`src/rtl/rfc_pkg.sv`:
```
package rfc_pkg;
    parameter int RFC_FW   = 32;
    parameter int RFC_BW   = 2;
    parameter int RFC_CW   = $clog2(RFC_FW);

    typedef enum logic [1:0] {ST_IDLE, ST_DIVI, ST_DIVF, ST_FIN} rfc_state_e;

    typedef struct packed {
        rfc_state_e         st;
        logic [RFC_CW-1:0]  cnt;
        logic [RFC_FW-1:0]  ref_v;
        logic [RFC_FW-1:0]  rem;
        logic [RFC_FW-1:0]  dvd;
        logic [RFC_FW-1:0]  lmul;
        logic [RFC_FW-1:0]  amul;
        logic [RFC_FW-1:0]  rate;
        logic [RFC_FW-1:0]  clamp;
        logic [RFC_BW-1:0]  band;
        logic               nob;
        logic [31:0]        ctl;
        logic               done;
    } rfc_regs_t;
endpackage

```
`src/rtl/rfc_div_step.sv`:
```
module rfc_div_step #(
    parameter int W = 32
) (
    input  logic [W-1:0] rem_i,
    input  logic         bit_i,
    input  logic [W-1:0] dvsr_i,
    output logic [W-1:0] rem_o,
    output logic         q_o
);
    logic [W:0] shifted;
    logic [W:0] trial;

    always_comb begin
        shifted = {rem_i, bit_i};
        trial   = shifted - {1'b0, dvsr_i};
        q_o     = ~trial[W];
        rem_o   = q_o ? trial[W-1:0] : shifted[W-1:0];
    end
endmodule

```
`src/rtl/rfc_band_sel.sv`:
```
module rfc_band_sel #(
    parameter int N  = 4,
    parameter int W  = 32,
    parameter int BW = 2,
    parameter logic [N-1:0][W-1:0]  LO   = '0,
    parameter logic [N-1:0][W-1:0]  HI   = '0,
    parameter logic [N-1:0][BW-1:0] CODE = '0
) (
    input  logic [W-1:0]  rate_i,
    output logic          hit_o,
    output logic [BW-1:0] code_o,
    output logic [W-1:0]  clamp_o
);
    logic [N-1:0] in_rng;

    for (genvar g = 0; g < N; g++) begin : g_rng
        assign in_rng[g] = (rate_i >= LO[g]) && (rate_i <= HI[g]);
    end

    always_comb begin
        hit_o  = 1'b0;
        code_o = '0;
        for (int i = N - 1; i >= 0; i--) begin
            if (in_rng[i]) begin
                hit_o  = 1'b1;
                code_o = CODE[i];
            end
        end
        if (hit_o)               clamp_o = rate_i;
        else if (rate_i < LO[0]) clamp_o = LO[0];
        else                     clamp_o = HI[N-1];
    end
endmodule

```
`src/rtl/rfc_rate_calc.sv`:
```
module rfc_rate_calc
    import rfc_pkg::*;
#(
    parameter int FRAC_PAD = 8,
    parameter int NB       = 4,
    parameter int CTL_EN_BIT   = 24,
    parameter int CTL_BAND_LSB = 20,
    parameter logic [NB-1:0][RFC_FW-1:0] VCO_LO =
        {32'd2000000000, 32'd1500000000, 32'd750000000, 32'd500000000},
    parameter logic [NB-1:0][RFC_FW-1:0] VCO_HI =
        {32'd3000000000, 32'd2000000000, 32'd1500000000, 32'd1000000000},
    parameter logic [NB-1:0][RFC_BW-1:0] VCO_CODE = {2'd3, 2'd2, 2'd1, 2'd0}
) (
    input  logic                         clk,
    input  logic                         rst_n,
    input  logic                         start_i,
    input  logic [RFC_FW-1:0]            ref_freq_i,
    input  logic [RFC_FW-1:0]            req_freq_i,
    output logic                         busy_o,
    output logic                         done_o,
    output logic [RFC_FW-1:0]            int_mult_o,
    output logic [RFC_FW-1:0]            frac_mult_o,
    output logic [RFC_FW+FRAC_PAD-1:0]   frac_reg_o,
    output logic [RFC_FW-1:0]            rate_o,
    output logic [RFC_BW-1:0]            band_o,
    output logic                         no_band_o,
    output logic [RFC_FW-1:0]            clamp_rate_o,
    output logic [31:0]                  user_ctl_o
);
    localparam logic [RFC_CW-1:0] LAST = RFC_CW'(RFC_FW - 1);

    rfc_regs_t r_q, r_d;

    logic [RFC_FW-1:0] step_rem;
    logic              step_q;
    logic              step_bit;
    logic [RFC_FW-1:0] alpha_c;
    logic [RFC_FW-1:0] frac_hi_c;
    logic [RFC_FW-1:0] rate_c;
    logic              hit_c;
    logic [RFC_BW-1:0] code_c;
    logic [RFC_FW-1:0] clamp_c;

    assign step_bit = (r_q.st == ST_DIVI) ? r_q.dvd[RFC_FW-1] : 1'b0;

    rfc_div_step #(.W(RFC_FW)) u_step (
        .rem_i (r_q.rem),
        .bit_i (step_bit),
        .dvsr_i(r_q.ref_v),
        .rem_o (step_rem),
        .q_o   (step_q)
    );

    // Result-cycle arithmetic: ceiling fraction and achieved rate.
    always_comb begin
        alpha_c   = r_q.dvd + {{(RFC_FW-1){1'b0}}, (|r_q.rem)};
        frac_hi_c = RFC_FW'(({{RFC_FW{1'b0}}, r_q.ref_v} * {{RFC_FW{1'b0}}, alpha_c}) >> RFC_FW);
        rate_c    = RFC_FW'(r_q.ref_v * r_q.lmul) + frac_hi_c;
        if (r_q.ref_v == '0) begin
            alpha_c = '0;
            rate_c  = '0;
        end
    end

    rfc_band_sel #(
        .N(NB), .W(RFC_FW), .BW(RFC_BW),
        .LO(VCO_LO), .HI(VCO_HI), .CODE(VCO_CODE)
    ) u_band (
        .rate_i (rate_c),
        .hit_o  (hit_c),
        .code_o (code_c),
        .clamp_o(clamp_c)
    );

    always_comb begin
        r_d      = r_q;
        r_d.done = 1'b0;
        unique case (r_q.st)
            ST_IDLE: begin
                if (start_i) begin
                    r_d.st    = ST_DIVI;
                    r_d.cnt   = '0;
                    r_d.ref_v = ref_freq_i;
                    r_d.dvd   = req_freq_i;
                    r_d.rem   = '0;
                end
            end
            ST_DIVI: begin
                r_d.rem = step_rem;
                r_d.dvd = {r_q.dvd[RFC_FW-2:0], step_q};
                r_d.cnt = r_q.cnt + 1'b1;
                if (r_q.cnt == LAST) begin
                    r_d.st   = ST_DIVF;
                    r_d.lmul = {r_q.dvd[RFC_FW-2:0], step_q};
                    r_d.dvd  = '0;
                    r_d.cnt  = '0;
                end
            end
            ST_DIVF: begin
                r_d.rem = step_rem;
                r_d.dvd = {r_q.dvd[RFC_FW-2:0], step_q};
                r_d.cnt = r_q.cnt + 1'b1;
                if (r_q.cnt == LAST) r_d.st = ST_FIN;
            end
            ST_FIN: begin
                r_d.st    = ST_IDLE;
                r_d.done  = 1'b1;
                r_d.lmul  = (r_q.ref_v == '0) ? '0 : r_q.lmul;
                r_d.amul  = alpha_c;
                r_d.rate  = rate_c;
                r_d.nob   = ~hit_c;
                r_d.band  = code_c;
                r_d.clamp = clamp_c;
                r_d.ctl   = '0;
                if (hit_c) begin
                    r_d.ctl[CTL_EN_BIT] = 1'b1;
                    r_d.ctl[CTL_BAND_LSB +: RFC_BW] = code_c;
                end
            end
            default: r_d.st = ST_IDLE;
        endcase
    end

    always_ff @(posedge clk or negedge rst_n) begin
        if (!rst_n) r_q <= '0;
        else        r_q <= r_d;
    end

    assign busy_o       = (r_q.st != ST_IDLE);
    assign done_o       = r_q.done;
    assign int_mult_o   = r_q.lmul;
    assign frac_mult_o  = r_q.amul;
    assign frac_reg_o   = {r_q.amul, {FRAC_PAD{1'b0}}};
    assign rate_o       = r_q.rate;
    assign band_o       = r_q.band;
    assign no_band_o    = r_q.nob;
    assign clamp_rate_o = r_q.clamp;
    assign user_ctl_o   = r_q.ctl;

    assert_done_pulse_R8: assert property (@(posedge clk) disable iff (!rst_n)
        done_o |=> !done_o);

    assert_done_after_busy_R8: assert property (@(posedge clk) disable iff (!rst_n)
        $rose(done_o) |-> $past(busy_o) && !busy_o);

    assert_operands_held_R9: assert property (@(posedge clk) disable iff (!rst_n)
        busy_o |=> $stable(r_q.ref_v));

    assert_clamp_limits_R6: assert property (@(posedge clk) disable iff (!rst_n)
        (done_o && no_band_o) |-> (clamp_rate_o == VCO_LO[0] || clamp_rate_o == VCO_HI[NB-1]));

    assert_ctl_band_R7: assert property (@(posedge clk) disable iff (!rst_n)
        (done_o && !no_band_o) |-> (user_ctl_o[CTL_EN_BIT] &&
            user_ctl_o[CTL_BAND_LSB +: RFC_BW] == band_o && clamp_rate_o == rate_o));
endmodule

```
`config.mk`:
```
export PLATFORM = sky130hd
export DESIGN_NAME = rfc_rate_calc
export DESIGN_NICKNAME = d
export VERILOG_FILES = /design/src/rtl/rfc_pkg.sv /design/src/rtl/rfc_div_step.sv /design/src/rtl/rfc_band_sel.sv /design/src/rtl/rfc_rate_calc.sv
export SDC_FILE = /design/constraint.sdc
export NUM_CORES = 2
export LEC_CHECK = 0
export ABC_AREA = 1
export BUFFER_PORTS_ARGS = -buffer_cell sky130_fd_sc_hd__buf_2
export CORE_ASPECT_RATIO = 0.6
export CORE_MARGIN = 5
export CORE_UTILIZATION = 66
export DETAILED_ROUTE_END_ITERATION = 7
export PLACE_DENSITY = 0.94
export SYNTH_ARGS = -nofsm -noshare
export SYNTH_HDL_FRONTEND = slang
export SYNTH_SLANG_ARGS = --single-unit
```
`constraint.sdc`:
```
create_clock -name clk -period 19.4 [get_ports clk]
set_input_delay 3.88 -clock clk [delete_from_list [all_inputs] [get_ports clk]]
set_output_delay 3.88 -clock clk [all_outputs]
set_load 0.05 [all_outputs]
```
==> results.txt <==
Antenna violations before repair -> 15
Crit start category -> flip-flop
Max Clock Skew -> 0.0503 ns
MaxCap Viol Count -> 0
Worst EP arrival -> 19.46 ns
Vias/cell -> 6.08
CP Buf/Inv Count -> 18
Die width -> 409 um
Top delay family on crit path -> adder cells
# H-tree levels -> 1
Syn_area_per_cell -> 8.01 sq um
Netlist cell types -> 62
Clock Latency Late Sink -> 0.65 ns
Die Y -> 250 um
Vias in the first global route -> 57000
Post-CTS Setup Inserts -> 0
Final hold violations -> 0
CTS max path bufs -> 3
Num CTS Buffers -> 30
Crit end category -> flip-flop
Hold Path Depth -> 2
Total congestion overflow -> 0
EDFF count, synth -> 0
DRT iter0 DRCs -> 8463
Drt pass-1 iters -> 8
Via count -> 54800
Hpwl dp -> 173000 um
Initial core utilization -> 66.9%
Most used DFF post-synth -> dfrtp_1
Seq/Total Area, Yosys -> 9.44%
Post-synth ARST share -> 100%
Fin cells -> 9026
CTS tree -> yes
Syn Std Cell Area -> 0.0631 sq mm
PostCTS Resize Cnt -> 0
Fin nets -> 9575
DP Area -> 0.0640 sq mm
Root Buffer -> clkbuf_16
Flop2flop setup slack -> 0.47 ns
Layout cell share with drive strength beyond 1 -> 6.87%
Measured slew at the worst slew-check pin -> 1.33 ns
Final min period -> 18.93 ns
Worst R2R Path Depth -> 79
Gate Count Post-Synth -> 7881
Max Used Layer -> met5
Gpl congestion -> 1.04
F_max -> 52.8 MHz
Placed cell count -> 8963
Hold Crit Start -> clamp_rate_o[13]
Hold path endpoint -> clamp_rate_o[13]
Slowest stage delay, CP -> 0.88 ns
CP max-delay cell -> inv_1
Die ar. -> 0.102 sq mm
Failing checks -> design-rule violations
Unrepaired setup endpoints after global routing -> no
R2R Path End -> clamp_rate_o[28]
Most Frequent Cell on Critical Path -> fa_1
Period utilization -> 97.6%
Maximum net fanout on the critical path -> 32
Post-DRT Antenna Nets -> 0
Clock sink count -> 238
R2R Path Start -> r_q[219]
Hold WC Path Type -> reg -> reg
Synthesis-stage register bit count -> 238
Warnings, synthesis -> 0
Crit Path Class -> reg -> reg
Final Slew Violations -> 0
DRC Markers -> 37
Clk slew on worst S/H paths -> 0.06 ns
Core area -> 0.0944 sq mm
Outcome -> finished, violations left
Area growth syn-to-layout -> 3.02%
Worst slew margin -> 11.4%
Drt wl/cell -> 24.4 um
Final non-filler cell area -> 0.0650 sq mm
Met2 WL -> 82900 um
Met3 routed WL -> 46400 um
Critical Path RT -> 19.93 ns
Largest net degree at the start of global routing -> 112
PortBufs -> 234
Overall routed net length -> 220000 um
Cell row count -> 87
Gr usage total -> 43.3%
CTS Hold Bufs -> 0
IO Pins -> 272
Sum Neg Setup Slack -> 0 ns
Final setup viols -> 0
M1 WL -> 77600 um
Global-route wire length before repair -> 336000 um
[final cells by class]
type	instances	area [sq um]
diodes	9	22.5
clock buffers	40	848
clock inverters	14	118
fillers	7264	29400
inverters	1887	7090
multi-input cells	5227	47200
flip-flops and latches	238	5960
well taps	1246	1560
repair buffers	365	2170
[layout by cell type (no fill, tap or decap), types with 8 or more instances in the layout]
cell type	synthesis	layout
nand3_1	179	179
ha_1	425	425
nand2_2	11	14
inv_1	1833	1831
nor2_2	12	13
clkinv_1	19	18
fa_1	1334	1334
a21o_1	8	8
clkbuf_16	0	30
nor4_1	19	19
o21ai_1	17	17
buf_4	212	129
nor3_1	45	43
o221ai_1	30	30
nand2_1	1954	1951
conb_1	1	37
a21oi_1	128	127
inv_2	35	37
o21ai_0	222	220
diode_2	0	9
nor2_1	540	538
nand4_1	52	52
or2_2	14	14
o21bai_1	11	10
xor2_1	57	56
buf_2	40	233
a31oi_1	12	12
dfrtp_1	238	236
nand3b_1	10	10
xnor2_1	36	36
[cells in the mapped netlist, drive strengths merged (2+ instances only)]
library cell  instances  area share (%)
fa                 1334              42
nand3b               10            0.12
buf                 306             3.2
ha                  425             8.4
xnor2                36            0.50
clkinv               19            0.11
o221ai               30            0.42
o211ai                4           0.048
xor2                 57            0.79
inv                1868              11
a21oi               132             1.1
nor3                 48            0.40
a31oi                12            0.12
dfrtp               238             9.4
and3                  2           0.020
o21bai               11            0.13
o22ai                 2           0.020
nor2                553             3.3
a21o                  8           0.095
a21boi               10            0.13
a211oi                4           0.048
o31ai                 2           0.024
nor3b                 5           0.083
nand2              1965              12
o21ai               243             2.0
or2                  19            0.19
nor4                 19            0.19
a221oi                3           0.042
a22o                  3           0.042
o21a                  5           0.059
clkbuf              259             1.5
nand3               186             1.5
nand4                55            0.59
[cells by family after synthesis]
| group | after synthesis | synth area share, % |
|---|---|---|
| compound gates | 473 | 4.27 |
| xor+xnor | 93 | 1.29 |
| fa+ha+maj | 1759 | 50.8 |
| buf+inv | 2452 | 16.0 |
| flops | 238 | 9.44 |
| mux | 1 | 0.0159 |
| other cells | 1 | 0.00594 |
| simple gates | 2864 | 18.2 |
[flip-flops by register name, summed over array words and instances, names as in the netlist, named ones only]
signal and count:
user_ctl_o 3, band_o 2, frac_mult_o 32, r_q 102, int_mult_o 32, clamp_rate_o 32, rate_o 32, done_o 1
no_band_o 1
[per-layer routing]
layer | GRT usage, % | vias to the layer above
met5 | 0 | -
met4 | 19.2 | 14
met3 | 23.7 | 1017
met2 | 57.1 | 5107
met1 | 58.5 | 26300
li1 | - | 22400
[worst max path at each step]
stage | end | cells after the start | slack [ns] | startpoint
finish | clamp_rate_o[28] | 79 | 0.47 | r_q[219]
global route | clamp_rate_o[28] | 83 | 0.03 | r_q[223]
CTS | clamp_rate_o[28] | 83 | 0.74 | r_q[221]
detailed placement | clamp_rate_o[29] | 83 | 0.74 | r_q[221]
global placement | clamp_rate_o[12] | 83 | 1.13 | r_q[219]
floorplan | clamp_rate_o[5] | 83 | 3.46 | r_q[196]
[tightest hold or removal path, stage by stage (launching register included)]
cell,delay (ns)
dfrtp_1,0.34
nand2_1,0.05
nand2_1,0.05
[stage by stage]
step	worst slack (ns)	hold slack, ns	util (%)
5_1_grt	0.0292	0.508	68.9
3_3_place_gp	1.13	0.461	67.8
6_report	0.472	0.481	68.9
2_1_floorplan	3.46	0.450	-
4_1_cts	0.744	0.479	68.8
3_5_place_dp	0.739	0.463	67.8
Power is not shown: default switching activity piles up to over one toggle a cycle in this logic, so the estimate is an artifact.
